**src/rtl/crt_raster_pkg.sv**
```systemverilog
package crt_raster_pkg;
  localparam int unsigned HCW = 8;
  localparam int unsigned VCW = 7;
  localparam int unsigned SLW = 5;
  localparam int unsigned MAW = 14;
  localparam int unsigned DW  = 8;

  localparam logic [DW-1:0] RI_HTOT  = 8'h00;
  localparam logic [DW-1:0] RI_HDISP = 8'h01;
  localparam logic [DW-1:0] RI_HSP   = 8'h02;
  localparam logic [DW-1:0] RI_VTOT  = 8'h03;
  localparam logic [DW-1:0] RI_VADJ  = 8'h04;
  localparam logic [DW-1:0] RI_VDISP = 8'h05;
  localparam logic [DW-1:0] RI_VSP   = 8'h06;
  localparam logic [DW-1:0] RI_MAXSL = 8'h07;
  localparam logic [DW-1:0] RI_SA_HI = 8'h08;
  localparam logic [DW-1:0] RI_SA_LO = 8'h09;

  typedef struct packed {
    logic [HCW-1:0] htot;
    logic [HCW-1:0] hdisp;
    logic [HCW-1:0] hsp;
    logic [VCW-1:0] vtot;
    logic [VCW-1:0] vdisp;
    logic [VCW-1:0] vsp;
    logic [SLW-1:0] vadj;
    logic [SLW-1:0] maxsl;
    logic [MAW-1:0] start;
  } crt_cfg_t;

  localparam crt_cfg_t CFG_RST = '{
    htot: '0, hdisp: '0, hsp: '1, vtot: '0, vdisp: '0,
    vsp: '1, vadj: '0, maxsl: '0, start: '0
  };
endpackage

```
**src/rtl/crt_regfile.sv**
```systemverilog
module crt_regfile
  import crt_raster_pkg::*;
(
  input  logic          clk,
  input  logic          rst_n,
  input  logic          wr_en,
  input  logic          wr_sel,
  input  logic [DW-1:0] wr_data,
  output crt_cfg_t      cfg_o
);
  logic [DW-1:0] idx_q, idx_n;
  crt_cfg_t      cfg_q, cfg_n;

  always_comb begin
    idx_n = idx_q;
    cfg_n = cfg_q;
    if (wr_en && !wr_sel) begin
      idx_n = wr_data;
    end else if (wr_en && wr_sel) begin
      case (idx_q)
        RI_HTOT:  cfg_n.htot  = wr_data[HCW-1:0];
        RI_HDISP: cfg_n.hdisp = wr_data[HCW-1:0];
        RI_HSP:   cfg_n.hsp   = wr_data[HCW-1:0];
        RI_VTOT:  cfg_n.vtot  = wr_data[VCW-1:0];
        RI_VADJ:  cfg_n.vadj  = wr_data[SLW-1:0];
        RI_VDISP: cfg_n.vdisp = wr_data[VCW-1:0];
        RI_VSP:   cfg_n.vsp   = wr_data[VCW-1:0];
        RI_MAXSL: cfg_n.maxsl = wr_data[SLW-1:0];
        RI_SA_HI: cfg_n.start[MAW-1:DW] = wr_data[MAW-DW-1:0];
        RI_SA_LO: cfg_n.start[DW-1:0]   = wr_data;
        default:  cfg_n = cfg_q;
      endcase
    end
  end

  always_ff @(posedge clk or negedge rst_n) begin
    if (!rst_n) begin
      idx_q <= '0;
      cfg_q <= CFG_RST;
    end else begin
      idx_q <= idx_n;
      cfg_q <= cfg_n;
    end
  end

  assign cfg_o = cfg_q;
endmodule

```
**src/rtl/crt_hgen.sv**
```systemverilog
module crt_hgen
  import crt_raster_pkg::*;
#(
  parameter int unsigned HSYNC_W = 4
) (
  input  logic           clk,
  input  logic           rst_n,
  input  logic [HCW-1:0] htot,
  input  logic [HCW-1:0] hdisp,
  input  logic [HCW-1:0] hsp,
  output logic [HCW-1:0] hcc_o,
  output logic           h_end_o,
  output logic           h_act_o,
  output logic           hsync_o
);
  localparam int unsigned    HSC_W    = (HSYNC_W > 1) ? $clog2(HSYNC_W) : 1;
  localparam logic [HSC_W-1:0] HSC_LAST = HSC_W'(HSYNC_W - 1);
  localparam logic [HSC_W-1:0] HSC_ONE  = HSC_W'(1);
  localparam logic [HCW-1:0]   H_ONE    = HCW'(1);

  logic [HCW-1:0]   hcc_q, hcc_n;
  logic             hact_q, hact_n;
  logic             hs_q, hs_n;
  logic [HSC_W-1:0] hsc_q, hsc_n;
  logic             h_end;

  assign h_end = (hcc_q == htot);

  always_comb begin
    hcc_n  = h_end ? '0 : hcc_q + H_ONE;
    hact_n = hact_q;
    if (h_end) hact_n = 1'b1;
    if (hcc_n == hdisp) hact_n = 1'b0;
    hs_n  = hs_q;
    hsc_n = hsc_q;
    if (hs_q) begin
      if (hsc_q == HSC_LAST) hs_n = 1'b0;
      else hsc_n = hsc_q + HSC_ONE;
    end else if (hcc_n == hsp) begin
      hs_n  = 1'b1;
      hsc_n = '0;
    end
  end

  always_ff @(posedge clk or negedge rst_n) begin
    if (!rst_n) begin
      hcc_q  <= '0;
      hact_q <= 1'b0;
      hs_q   <= 1'b0;
      hsc_q  <= '0;
    end else begin
      hcc_q  <= hcc_n;
      hact_q <= hact_n;
      hs_q   <= hs_n;
      hsc_q  <= hsc_n;
    end
  end

  assign hcc_o   = hcc_q;
  assign h_end_o = h_end;
  assign h_act_o = hact_q;
  assign hsync_o = hs_q;
endmodule

```
**src/rtl/crt_vgen.sv**
```systemverilog
module crt_vgen
  import crt_raster_pkg::*;
#(
  parameter int unsigned VSYNC_LINES = 16
) (
  input  logic           clk,
  input  logic           rst_n,
  input  logic           h_end,
  input  logic [HCW-1:0] hcc,
  input  crt_cfg_t       cfg,
  output logic [VCW-1:0] vcc_o,
  output logic [SLW-1:0] sl_o,
  output logic           v_act_o,
  output logic           vsync_o,
  output logic [MAW-1:0] row_ma_o
);
  localparam int unsigned      VSC_W   = (VSYNC_LINES > 1) ? $clog2(VSYNC_LINES) : 1;
  localparam logic [VSC_W-1:0] VSC_END = VSC_W'(VSYNC_LINES - 1);
  localparam logic [VSC_W-1:0] VSC_ONE = VSC_W'(1);
  localparam logic [HCW-1:0]   H_TWO   = HCW'(2);
  localparam logic [VCW-1:0]   V_ONE   = VCW'(1);
  localparam logic [SLW-1:0]   S_ONE   = SLW'(1);

  logic [VCW-1:0]   vcc_q, vcc_n;
  logic [SLW-1:0]   sl_q, sl_n;
  logic             last_q, last_n, row_last;
  logic             adj_q, adj_n;
  logic [SLW-1:0]   adjc_q, adjc_n;
  logic             vact_q, vact_n;
  logic             vs_q, vs_n;
  logic [VSC_W-1:0] vsc_q, vsc_n;
  logic [MAW-1:0]   rma_q, rma_n;
  logic             frame_go, row_go;

  // last-row flag is sampled while the column is still in the first two
  assign row_last = last_q |
                    ((sl_q == '0) && !adj_q && (hcc < H_TWO) && (vcc_q == cfg.vtot));

  always_comb begin
    vcc_n    = vcc_q;
    sl_n     = sl_q;
    last_n   = row_last;
    adj_n    = adj_q;
    adjc_n   = adjc_q;
    vact_n   = vact_q;
    vs_n     = vs_q;
    vsc_n    = vsc_q;
    rma_n    = rma_q;
    frame_go = 1'b0;
    row_go   = 1'b0;
    if (h_end) begin
      if (adj_q) begin
        if (adjc_q == cfg.vadj) frame_go = 1'b1;
        else adjc_n = adjc_q + S_ONE;
      end else if (sl_q == cfg.maxsl) begin
        sl_n = '0;
        if (row_last) begin
          last_n = 1'b0;
          if (cfg.vadj == '0) frame_go = 1'b1;
          else begin
            adj_n  = 1'b1;
            adjc_n = S_ONE;
          end
        end else begin
          row_go = 1'b1;
        end
      end else begin
        sl_n = sl_q + S_ONE;
      end

      if (frame_go) begin
        vcc_n  = '0;
        sl_n   = '0;
        adj_n  = 1'b0;
        rma_n  = cfg.start;
        vact_n = (cfg.vdisp != '0);
      end else if (row_go) begin
        vcc_n = vcc_q + V_ONE;
        rma_n = rma_q + {{(MAW-HCW){1'b0}}, cfg.hdisp};
        if (vcc_n == cfg.vdisp) vact_n = 1'b0;
      end

      if (vs_q) begin
        if (vsc_q == VSC_END) vs_n = 1'b0;
        else vsc_n = vsc_q + VSC_ONE;
      end else if ((frame_go || row_go) && (vcc_n == cfg.vsp)) begin
        vs_n  = 1'b1;
        vsc_n = '0;
      end
    end
  end

  always_ff @(posedge clk or negedge rst_n) begin
    if (!rst_n) begin
      vcc_q  <= '0;
      sl_q   <= '0;
      last_q <= 1'b0;
      adj_q  <= 1'b0;
      adjc_q <= '0;
      vact_q <= 1'b0;
      vs_q   <= 1'b0;
      vsc_q  <= '0;
      rma_q  <= '0;
    end else begin
      vcc_q  <= vcc_n;
      sl_q   <= sl_n;
      last_q <= last_n;
      adj_q  <= adj_n;
      adjc_q <= adjc_n;
      vact_q <= vact_n;
      vs_q   <= vs_n;
      vsc_q  <= vsc_n;
      rma_q  <= rma_n;
    end
  end

  assign vcc_o    = vcc_q;
  assign sl_o     = sl_q;
  assign v_act_o  = vact_q;
  assign vsync_o  = vs_q;
  assign row_ma_o = rma_q;
endmodule

```
**src/rtl/crt_raster_core.sv**
```systemverilog
module crt_raster_core
  import crt_raster_pkg::*;
#(
  parameter int unsigned HSYNC_W     = 4,
  parameter int unsigned VSYNC_LINES = 16
) (
  input  logic           clk,
  input  logic           rst_n,
  input  logic           wr_en,
  input  logic           wr_sel,
  input  logic [DW-1:0]  wr_data,
  output logic [HCW-1:0] hcc_o,
  output logic [VCW-1:0] vcc_o,
  output logic [SLW-1:0] sl_o,
  output logic           hsync_o,
  output logic           vsync_o,
  output logic           de_o,
  output logic [MAW-1:0] ma_o,
  output logic [7:0]     status_o
);
  crt_cfg_t       cfg;
  logic           h_end, h_act, v_act;
  logic [MAW-1:0] row_ma;

  crt_regfile u_regs (
    .clk(clk), .rst_n(rst_n), .wr_en(wr_en), .wr_sel(wr_sel),
    .wr_data(wr_data), .cfg_o(cfg)
  );

  crt_hgen #(.HSYNC_W(HSYNC_W)) u_hgen (
    .clk(clk), .rst_n(rst_n), .htot(cfg.htot), .hdisp(cfg.hdisp),
    .hsp(cfg.hsp), .hcc_o(hcc_o), .h_end_o(h_end), .h_act_o(h_act),
    .hsync_o(hsync_o)
  );

  crt_vgen #(.VSYNC_LINES(VSYNC_LINES)) u_vgen (
    .clk(clk), .rst_n(rst_n), .h_end(h_end), .hcc(hcc_o), .cfg(cfg),
    .vcc_o(vcc_o), .sl_o(sl_o), .v_act_o(v_act), .vsync_o(vsync_o),
    .row_ma_o(row_ma)
  );

  assign de_o     = h_act & v_act;
  assign ma_o     = row_ma + {{(MAW-HCW){1'b0}}, hcc_o};
  assign status_o = {4'b0000, vsync_o, 2'b00, ~de_o};
endmodule

```
**config.mk**
```make
export PLATFORM = sky130hd
export DESIGN_NAME = crt_raster_core
export DESIGN_NICKNAME = d
export VERILOG_FILES = /design/src/rtl/crt_raster_pkg.sv /design/src/rtl/crt_regfile.sv /design/src/rtl/crt_hgen.sv /design/src/rtl/crt_vgen.sv /design/src/rtl/crt_raster_core.sv
export SDC_FILE = /design/constraint.sdc
export NUM_CORES = 1
export LEC_CHECK = 0
export ABC_AREA = 0
export BUFFER_PORTS_ARGS = -buffer_cell sky130_fd_sc_hd__buf_4
export CAP_MARGIN = 20
export CORE_MARGIN = 5
export CORE_UTILIZATION = 61
export CTS_BUF_LIST = sky130_fd_sc_hd__clkbuf_8 sky130_fd_sc_hd__clkbuf_16
export DETAILED_ROUTE_END_ITERATION = 8
export PLACE_DENSITY_LB_ADDON = 0.15
export SYNTH_ARGS = -nofsm -noshare
export SYNTH_HDL_FRONTEND = slang
export SYNTH_HIERARCHICAL = 1
export SYNTH_SLANG_ARGS = --single-unit
```
**constraint.sdc**
```tcl
create_clock -name clk -period 3.7 [get_ports clk]
set_clock_uncertainty 0.15 [all_clocks]
set_input_delay 0.37 -clock clk [delete_from_list [all_inputs] [get_ports clk]]
set_output_delay 0.37 -clock clk [all_outputs]
set_load 0.02 [all_outputs]
```
; ---- After elaboration in Yosys (flattened, before gate mapping)
; Index checks and enable logic that the tools add are counted.
[op_classes]
n_eq_ne = 24
bitwise = 4
magnitude_cmp = 1
n_reduce_logical = 36
n_mux = 49
add_sub_neg = 8
[op_table]
columns = operator, count
row1 = $mux W5, 8
row2 = $reduce_and A3 Y1, 12
row3 = $eq A8 B3 Y1 const B, 4
row4 = $mux W1, 29
row5 = $add A14 B8 Y14, 2
row6 = $mux W14, 2
row7 = $eq A8 B8 Y1, 3
row8 = $eq A7 B7 Y1, 3
row9 = $mux W7, 3
row10 = $eq A8 B2 Y1 const B, 2
row11 = $eq A8 B4 Y1 const B, 2
row12 = $reduce_bool A2 Y1, 7
row13 = $mux W4, 3
row14 = $add A5 B1 Y5 const B, 2
row15 = $eq A5 B5 Y1, 2
row16 = $logic_not A5 Y1, 2
row17 = $add A8 B1 Y8 const B, 1
row18 = $eq A8 B1 Y1 const B, 1
row19 = $logic_not A8 Y1, 1
row20 = $lt A8 B2 Y1 const B, 1
row21 = $mux W8, 1
row22 = $ne A2 B2 Y1 const B, 4
row23 = $add A7 B1 Y7 const B, 1
row24 = $reduce_bool A7 Y1, 1
row25 = other kinds (14), 25
[totals]
output_inout_bits = 45
reg_bits = 128
elab_cells = 146
inputBits = 12

; ---- Logic depth before layout (Yosys ltp)
; Gate-level depths: netlist of the first run.
[logic_depth]
ltp_word = 16
depth_mapped = 13
depth_no_buf = 11

; ---- By module
; The synthesis of the first run kept the hierarchy.
[by_module_without_submodules]
columns = module, area_each_um2, cells_each, seq_area_each_um2, instances
row1 = crt_vgen, 3081.7, 375, 975.9, 1
row2 = crt_regfile, 3045.4, 181, 1945.6, 1
row3 = crt_hgen, 1266.2, 137, 300.3, 1
row4 = crt_raster_core, 604.3, 71, 0.0, 1

; ---- Least setup slack after synthesis of the first run
; Ideal clock, no wire load.
[synth_path]
path_kind = flip-flop to flip-flop
start = register u_vgen.sl_q[0] (netlist: u_vgen/sl_o[0])
end = register u_vgen.vsc_q[1]
arrival_ps = 2534
slack_ps = 875
period_less_slack_ps = 2825
required_ps = 3409
path_buffers = 1
setup_ps = 141
path_stages_with_launch = 12
path_cell_list = dfrtp_1 -> inv_1 -> ha_1 -> nor4b_1 -> nand2_1 -> nor3_2 -> buf_6 -> nor2_2 -> mux2i_1 -> o41a_1 -> o41ai_4 -> o22ai_1
[synth_between]
elab_chain_len = 16
word_cells_on_any_way = 22
cone_classes = eq/ne: 2 / mux: 11 / bitwise: 1 / reduce/logical: 8
[synth_rtl]
columns = element, line_no
row1 = from (decl), crt_vgen.sv:25  ; logic [SLW-1:0] sl_q, sl_n;
row2 = from (signal assigned), crt_vgen.sv:106  ; sl_q <= sl_n;
row3 = $logic_not A5 Y1, crt_vgen.sv:37  ; ((sl_q == '0) && !adj_q && (hcc < H_TWO) && (vcc_q == cfg.vtot));
row4 = $logic_and A1 B1 Y1 (3 in a row), crt_vgen.sv:37
row5 = $or A1 B1 Y1, crt_vgen.sv:36  ; assign row_last = last_q |
row6 = $mux W1, crt_vgen.sv:57  ; if (row_last) begin
row7 = $mux W1, crt_vgen.sv:55  ; end else if (sl_q == cfg.maxsl) begin
row8 = $mux W1, crt_vgen.sv:52  ; if (adj_q) begin
row9 = $mux W1, crt_vgen.sv:51  ; if (h_end) begin
row10 = $mux W7, crt_vgen.sv:77  ; end else if (row_go) begin
row11 = $mux W7, crt_vgen.sv:71  ; if (frame_go) begin
row12 = $mux W7, crt_vgen.sv:51
row13 = $eq A7 B7 Y1, crt_vgen.sv:86  ; end else if ((frame_go || row_go) && (vcc_n == cfg.vsp)) begin
row14 = $logic_and A1 B1 Y1 *, crt_vgen.sv:86
row15 = $reduce_bool A2 Y1 (no line) *, -
row16 = $reduce_and A3 Y1 (no line) *, -
row17 = to (signal assigned), crt_vgen.sv:112  ; vsc_q <= vsc_n;
row18 = to (decl), crt_vgen.sv:31  ; logic [VSC_W-1:0] vsc_q, vsc_n;
; Every way passes the cells marked *; elsewhere a longest branch is shown, timed or not. The select of a mux whose other input is x is not followed.
; A chain may end at the register's enable or synchronous reset.

; ---- Final worst setup path of the first run
[layout_path]
start = register u_hgen.hcc_q[0] (netlist: u_hgen/hcc_o[0])
end = output ma_o[12]
[layout_between]
elab_chain_len = 1
[layout_rtl]
columns = element, line_no
row1 = from (decl), crt_hgen.sv:21  ; logic [HCW-1:0] hcc_q, hcc_n;
row2 = from (signal assigned), crt_hgen.sv:52  ; hcc_q <= hcc_n;
row3 = $add A14 B8 Y14, crt_raster_core.sv:43  ; assign ma_o = row_ma + {{(MAW-HCW){1'b0}}, hcc_o};
row4 = to (decl), crt_raster_core.sv:18  ; output logic [MAW-1:0] ma_o,
; Every way passes these cells.

==> results of run 1 <==
[cell families after synthesis]
family	after synthesis
AND/OR/NAND/NOR	223
other	1
multiplexers	86
adder cells (fa/ha/maj)	25
XOR/XNOR	73
AO/OA/AOI/OAI	152
buffers and inverters	76
flip-flops	128
[cell usage after synthesis (16+ instances only)]
cell	count	area share, %
a21oi_1	27	1.7
clkbuf_1	16	0.75
dfrtp_1	113	35
ha_1	23	3.6
inv_1	32	1.5
mux2_2	81	11
nand2_1	54	2.5
nand3_1	24	1.5
nor2_1	43	2.0
nor3_1	17	1.1
o21ai_0	40	2.5
xnor2_1	43	4.7
xor2_1	25	2.7
[per-layer routing]
metal	GRT usage, %	part of all wire (%)	vias to the layer above	wire length, microns
met5	0	0	-	0
met4	8.19	1.8	0	367
li1	-	-	2861	-
met3	6.95	7.4	35	1510
met2	43.1	48	251	9830
met1	35.4	43	3120	8790
[sequential cells by signal (all words and copies together) (netlist names), 2 cells and up]
signal	count
u_regs/cfg_o	69
u_vgen/row_ma_o	14
u_hgen/hcc_o	8
u_regs/idx_q	8
u_vgen/vcc_o	7
u_vgen/adjc_q	5
u_vgen/sl_o	5
u_vgen/vsc_q	4
u_hgen/hsc_q	2
[final cells by class]
cell class | instances | share of cell area, %
clock buffer | 20 | 5.16
clock inverter | 12 | 1.04
inverter | 33 | 1.40
multi-input combinational | 565 | 48.8
sequential | 128 | 35.6
tap | 172 | 2.38
timing repair buffer | 65 | 5.56
[final timing paths]
kind                                                   from                            to  depth (start not counted)
max in group asynchronous                             rst_n  u_regs/cfg_o[49]$_DFFE_PN1P_                          3
worst max-delay path              u_hgen/hcc_o[0]$_DFF_PN0_                      ma_o[12]                          8
worst max register to register   u_vgen/sl_o[0]$_DFFE_PN0P_   u_vgen/vsc_q[1]$_DFFE_PN0P_                         10
worst min-delay path                             wr_data[7]   u_regs/cfg_o[7]$_DFFE_PN0P_                          2
min in group asynchronous                             rst_n   u_vgen/vcc_o[2]$_DFFE_PN0P_                          2
worst min register to register  u_regs/cfg_o[4]$_DFFE_PN0P_   u_regs/cfg_o[4]$_DFFE_PN0P_                          1
[power groups by stage]
| stage | sequential (mW) | clock (mW) | combinational (mW) |
|---|---|---|---|
| after floorplan | 1.93 | 0 | 1.96 |
| after global placement | 1.93 | 0 | 2.65 |
| after detailed placement | 1.95 | 0 | 2.75 |
| after CTS | 1.93 | 1.60 | 2.77 |
| after global routing | 1.96 | 1.68 | 3.03 |
| final | 1.93 | 1.59 | 2.81 |
[timing repair]
action / CTS / global route
setup endpoints to repair: 0 / 3
hold buffers: 1 / 0
hold endpoints to repair: 51 / 0
setup buffers: 0 / 0
gates resized for setup: 0 / 1
[per-stage QoR]
step / worst slack (ps) / std cells / power [mW] / utilization [%] / instance area (sq um)
2_1_floorplan: 875 / 769 / 3.89 / - / 8020
3_3_place_gp: 372 / 962 / 4.58 / 66.5 / 8460
3_5_place_dp: 259 / 962 / 4.69 / 66.5 / 8460
4_1_cts: 229 / 995 / 6.29 / 71.0 / 9030
5_1_grt: 147 / 995 / 6.67 / 71.1 / 9040
6_report: 336 / 995 / 6.33 / 71.1 / 9040
==> flow_metrics.tcl, run 1 <==
set metrics [dict create \
    cp_cell_sequence "ha_1, inv_1, fa_1, and2b_1, o31ai_4, a2111oi_4, xnor2_1, buf_4" \
    root_buffer "clkbuf_16" \
    antenna_left 0 \
    antenna_found_initial 0 \
    peakVddDrop_v 0.000410 \
    grt_use_total_pct 26.7 \
    die_h_microns 125 \
    worst_pin_slew_ps 728 \
    die_x_microns 125 \
    multi_input_area_sq_um 4410 \
    synthCells 764 \
    drv_slew 0 \
    area_growth_pct 13.0 \
    num_vias 6267 \
    fin_hold_ws_ps 99.5 \
    rrSetupSlack_ps 350 \
    power_frac_comb_pct 44.4 \
    fillers 985 \
    ys_warn_count 6 \
    cts_buffers 17 \
    fmax_mhz 297 \
    synth.yosys.seq_area_share_pct 40.3 \
    clk_path_buf_depth 2 \
    vias_per_cell 6.30 \
    layout_common_cells "113 x dfrtp_1, 81 x mux2_2, 63 x buf_4" \
    finalCriticalPeriod_ps 3360 \
    synth_compound_gate_area_share_pct 14.1 \
    grt_pass1_wl_mm 33.3 \
    row_count 41 \
    cpMaxStageDelayCell "dfrtp_1" \
    globalRouteOverflowTotal 0 \
    wirelength_mm 20.5 \
    worstSetupPathType "reg -> out" \
    synth_ff_type "dfrtp_1" \
    clkPwrFrac_pct 25.1 \
    netlist_area_sq_um 8000 \
    grt_pass1_vias 6259 \
    crit_required_ps 3180 \
    arrival_ps 2840 \
    cts_tree "built" \
    clk_latency_ps 420 \
    clk_pin_slew_ps 60 \
    status "finished, final reports clean" \
    cp_max_fo 13 \
    place.detailed.hpwl_mm 14.5 \
    slew_headroom_pct 51.5 \
    cts.sinks 128 \
    core_area_sq_um 12700 \
    p_int_mw 3.73 \
    critical_path.endpoint_type "primary output" \
    crit_buf_inv 2 \
    place_congestion 0.934 \
    cap_violations 0 \
    fin_crit_sh_pct 90.9 \
    fin_setup_tns_ps 0 \
    synth-xor-area-share_pct 8.70 \
    synth_fa_ha_area_share_pct 4.10 \
    wl_per_cell_microns 20.6 \
    drive_gt1_share_pct 27.3 \
    drc_errors 0 \
    path_delay_family "adder cells" \
    powerDensity_nw_per_um2 700 \
    hold_viol_final 0 \
    crit_path_max_incr_delay_ps 610 \
    hold_class "in -> reg" \
    switching_share_pct 41.0 \
    seqCellArea_sq_um 3220 \
    dr.first_iter.drc_count 530 \
    io_pins 57 \
    synth-edff-count 0 \
    port_buffers 50 \
    start_util_pct 62.9 \
    synth_area_per_cell_sq_um 10.5 \
    die_area_sq_um 15500 \
    grt_max_degree 76 \
    h-tree-depth 4 \
    synth.distinct_cells 91 \
    synth_top_family_by_area "simple AND/OR/NAND/NOR gates" \
    leakage_nw 4.17 \
    rsz0062_at_grt "false" \
    synth_mux_area_share_pct 12.0 \
    power_switching_mw 2.60 \
    setup_viol 0 \
    layout_commonest_cell "dfrtp_1" \
    synthSimpleGateAreaFrac_pct 15.9 \
    ys_seq_elements 128 \
    crit_path_start_kind "flip-flop" \
    synth-async-reset-ratio_pct 100 \
    n_antenna_cell 0 \
    final_nets 847 \
    power_frac_seq_pct 30.5 \
    firstDrtPassIters 5 \
]
Power figures use the tool's default switching activity.
==> run 2: changes to the inputs <==
--- a/config.mk
+++ b/config.mk
@@ -12,7 +12,7 @@
 export CORE_UTILIZATION = 61
 export CTS_BUF_LIST = sky130_fd_sc_hd__clkbuf_8 sky130_fd_sc_hd__clkbuf_16
 export DETAILED_ROUTE_END_ITERATION = 8
-export PLACE_DENSITY_LB_ADDON = 0.15
+export PLACE_DENSITY = 0.8
 export SYNTH_ARGS = -nofsm -noshare
 export SYNTH_HDL_FRONTEND = slang
 export SYNTH_HIERARCHICAL = 1
==> flow_metrics.tcl, run 2 (synthesis results as in run 1) <==
set metrics [dict create \
    crit_required_ps 3830 \
    wl_per_cell_microns 20.5 \
    grt_pass1_vias 6369 \
    cp_cell_sequence "inv_1, ha_1, nor4b_1, nand2_1, nor3_2, nor2_2, mux2i_1, o41a_1, o41ai_4, o22ai_1" \
    setup_viol 0 \
    final_nets 848 \
    core_area_sq_um 12700 \
    dr.first_iter.drc_count 606 \
    met3_usage_pct 5.49 \
    globalRouteOverflowTotal 0 \
    p_int_mw 3.83 \
    crit_buf_inv 1 \
    cts_buffers 17 \
    powerDensity_nw_per_um2 707 \
    grt_max_degree 69 \
    power_frac_comb_pct 43.9 \
    rsz0062_at_grt "false" \
    drc_errors 0 \
    drv_slew 0 \
    status "finished, final reports clean" \
    clk_pin_slew_ps 60 \
    finalCriticalPeriod_ps 3490 \
    root_buffer "clkbuf_16" \
    layout_commonest_cell "dfrtp_1" \
    power_frac_seq_pct 30.1 \
    place.detailed.hpwl_mm 14.5 \
    power_switching_mw 2.58 \
    antenna_left 0 \
    critical_path.endpoint_type "flip-flop" \
    peakVddDrop_v 0.000435 \
    fillers 961 \
    crit_path_start_kind "flip-flop" \
    num_vias 6389 \
    die_h_microns 125 \
    firstDrtPassIters 5 \
    h-tree-depth 4 \
    fin_crit_sh_pct 94.4 \
    antenna_found_initial 0 \
    n_antenna_cell 0 \
    area_growth_pct 13.4 \
    cp_max_fo 13 \
    hold_class "in -> reg" \
    clk_latency_ps 420 \
    cts_tree "built" \
    grt_pass1_wl_mm 33.1 \
    io_pins 57 \
    start_util_pct 62.9 \
    vias_per_cell 6.42 \
    port_buffers 50 \
    wirelength_mm 20.4 \
    cap_violations 0 \
    largest_reg_flops 69 \
    cts.sinks 128 \
    fmax_mhz 286 \
    slew_headroom_pct 22.2 \
    switching_share_pct 40.2 \
    fin_setup_tns_ps 0 \
    clk_path_buf_depth 2 \
    place_congestion 0.911 \
    layout_common_cells "113 x dfrtp_1, 81 x mux2_2, 64 x buf_4" \
    leakage_nw 4.17 \
    arrival_ps 3620 \
    cpMaxStageDelayCell "nor3_2" \
    worstSetupPathType "reg -> reg" \
    worst_pin_slew_ps 1160 \
    grt_use_met2_pct 42.9 \
    utilization_pct 71.3 \
    grt_use_total_pct 26.4 \
    hold_viol_final 0 \
    cts_setup_buffers 0 \
    row_count 41 \
    busiest_layer "met2" \
    die_area_sq_um 15500 \
    place_inst 963 \
    fin_hold_ws_ps 89.2 \
    ctsHoldBuffers 1 \
    path_delay_family "simple AND/OR/NAND/NOR gates" \
    clkPwrFrac_pct 26.0 \
    crit_path_max_incr_delay_ps 740 \
    die_x_microns 125 \
    fin_cells 995 \
    grt_use_met1_pct 34.5 \
    drive_gt1_share_pct 27.2 \
    cts_resized 0 \
]
## run 2: per-stage QoR
| stage | power, mW | setup slack [ps] | instance area, sq um |
|---|---|---|---|
| after floorplan | 3.89 | 875 | 8020 |
| after global placement | 4.58 | 397 | 8470 |
| after detailed placement | 4.69 | 295 | 8470 |
| after CTS | 6.39 | 250 | 9070 |
| after global routing | 6.75 | 26.6 | 9070 |
| final | 6.41 | 208 | 9070 |
## run 2: layout make-up
cell class	count	area (sq um)	area share, %
inverters	33	126	1.39
clock buffers	18	439	4.84
clock inverters	13	149	1.64
multi-input cells	565	4410	48.6
repair buffers	66	510	5.63
flip-flops and latches	128	3220	35.5
well taps	172	215	2.37
## run 2: path summary, 6_finish.rpt
path | startpoint | end | slack (ps) | cells past startpoint
worst max-delay path | u_vgen/sl_o[0]$_DFFE_PN0P_ | u_vgen/vsc_q[1]$_DFFE_PN0P_ | 210 | 10
worst min-delay path | wr_data[7] | u_regs/cfg_o[52]$_DFFE_PN1P_ | 90 | 2
worst max register to register | u_vgen/sl_o[0]$_DFFE_PN0P_ | u_vgen/vsc_q[1]$_DFFE_PN0P_ | 210 | 10
worst min register to register | u_regs/cfg_o[2]$_DFFE_PN0P_ | u_regs/cfg_o[2]$_DFFE_PN0P_ | 350 | 1
max in group asynchronous | rst_n | u_regs/cfg_o[27]$_DFFE_PN1P_ | 2050 | 3
min in group asynchronous | rst_n | u_regs/idx_q[0]$_DFFE_PN0P_ | 480 | 2
## run 2: routing by layer
layer  share of wire (%)  up-vias
li1                    -     2859
met4                 3.0        0
met1                  42     3214
met3                 7.0       52
met5                   0        -
met2                  48      264
## run 2: power by group through the flow
| stage | Sequential, mW | Combinational, mW | Clock [mW] |
|---|---|---|---|
| 3_3_place_gp | 1.92 | 2.67 | 0 |
| 3_5_place_dp | 1.94 | 2.75 | 0 |
| 4_1_cts | 1.92 | 2.78 | 1.69 |
| 6_report | 1.93 | 2.81 | 1.67 |
| 2_1_floorplan | 1.93 | 1.96 | 0 |
| 5_1_grt | 1.96 | 3.03 | 1.75 |
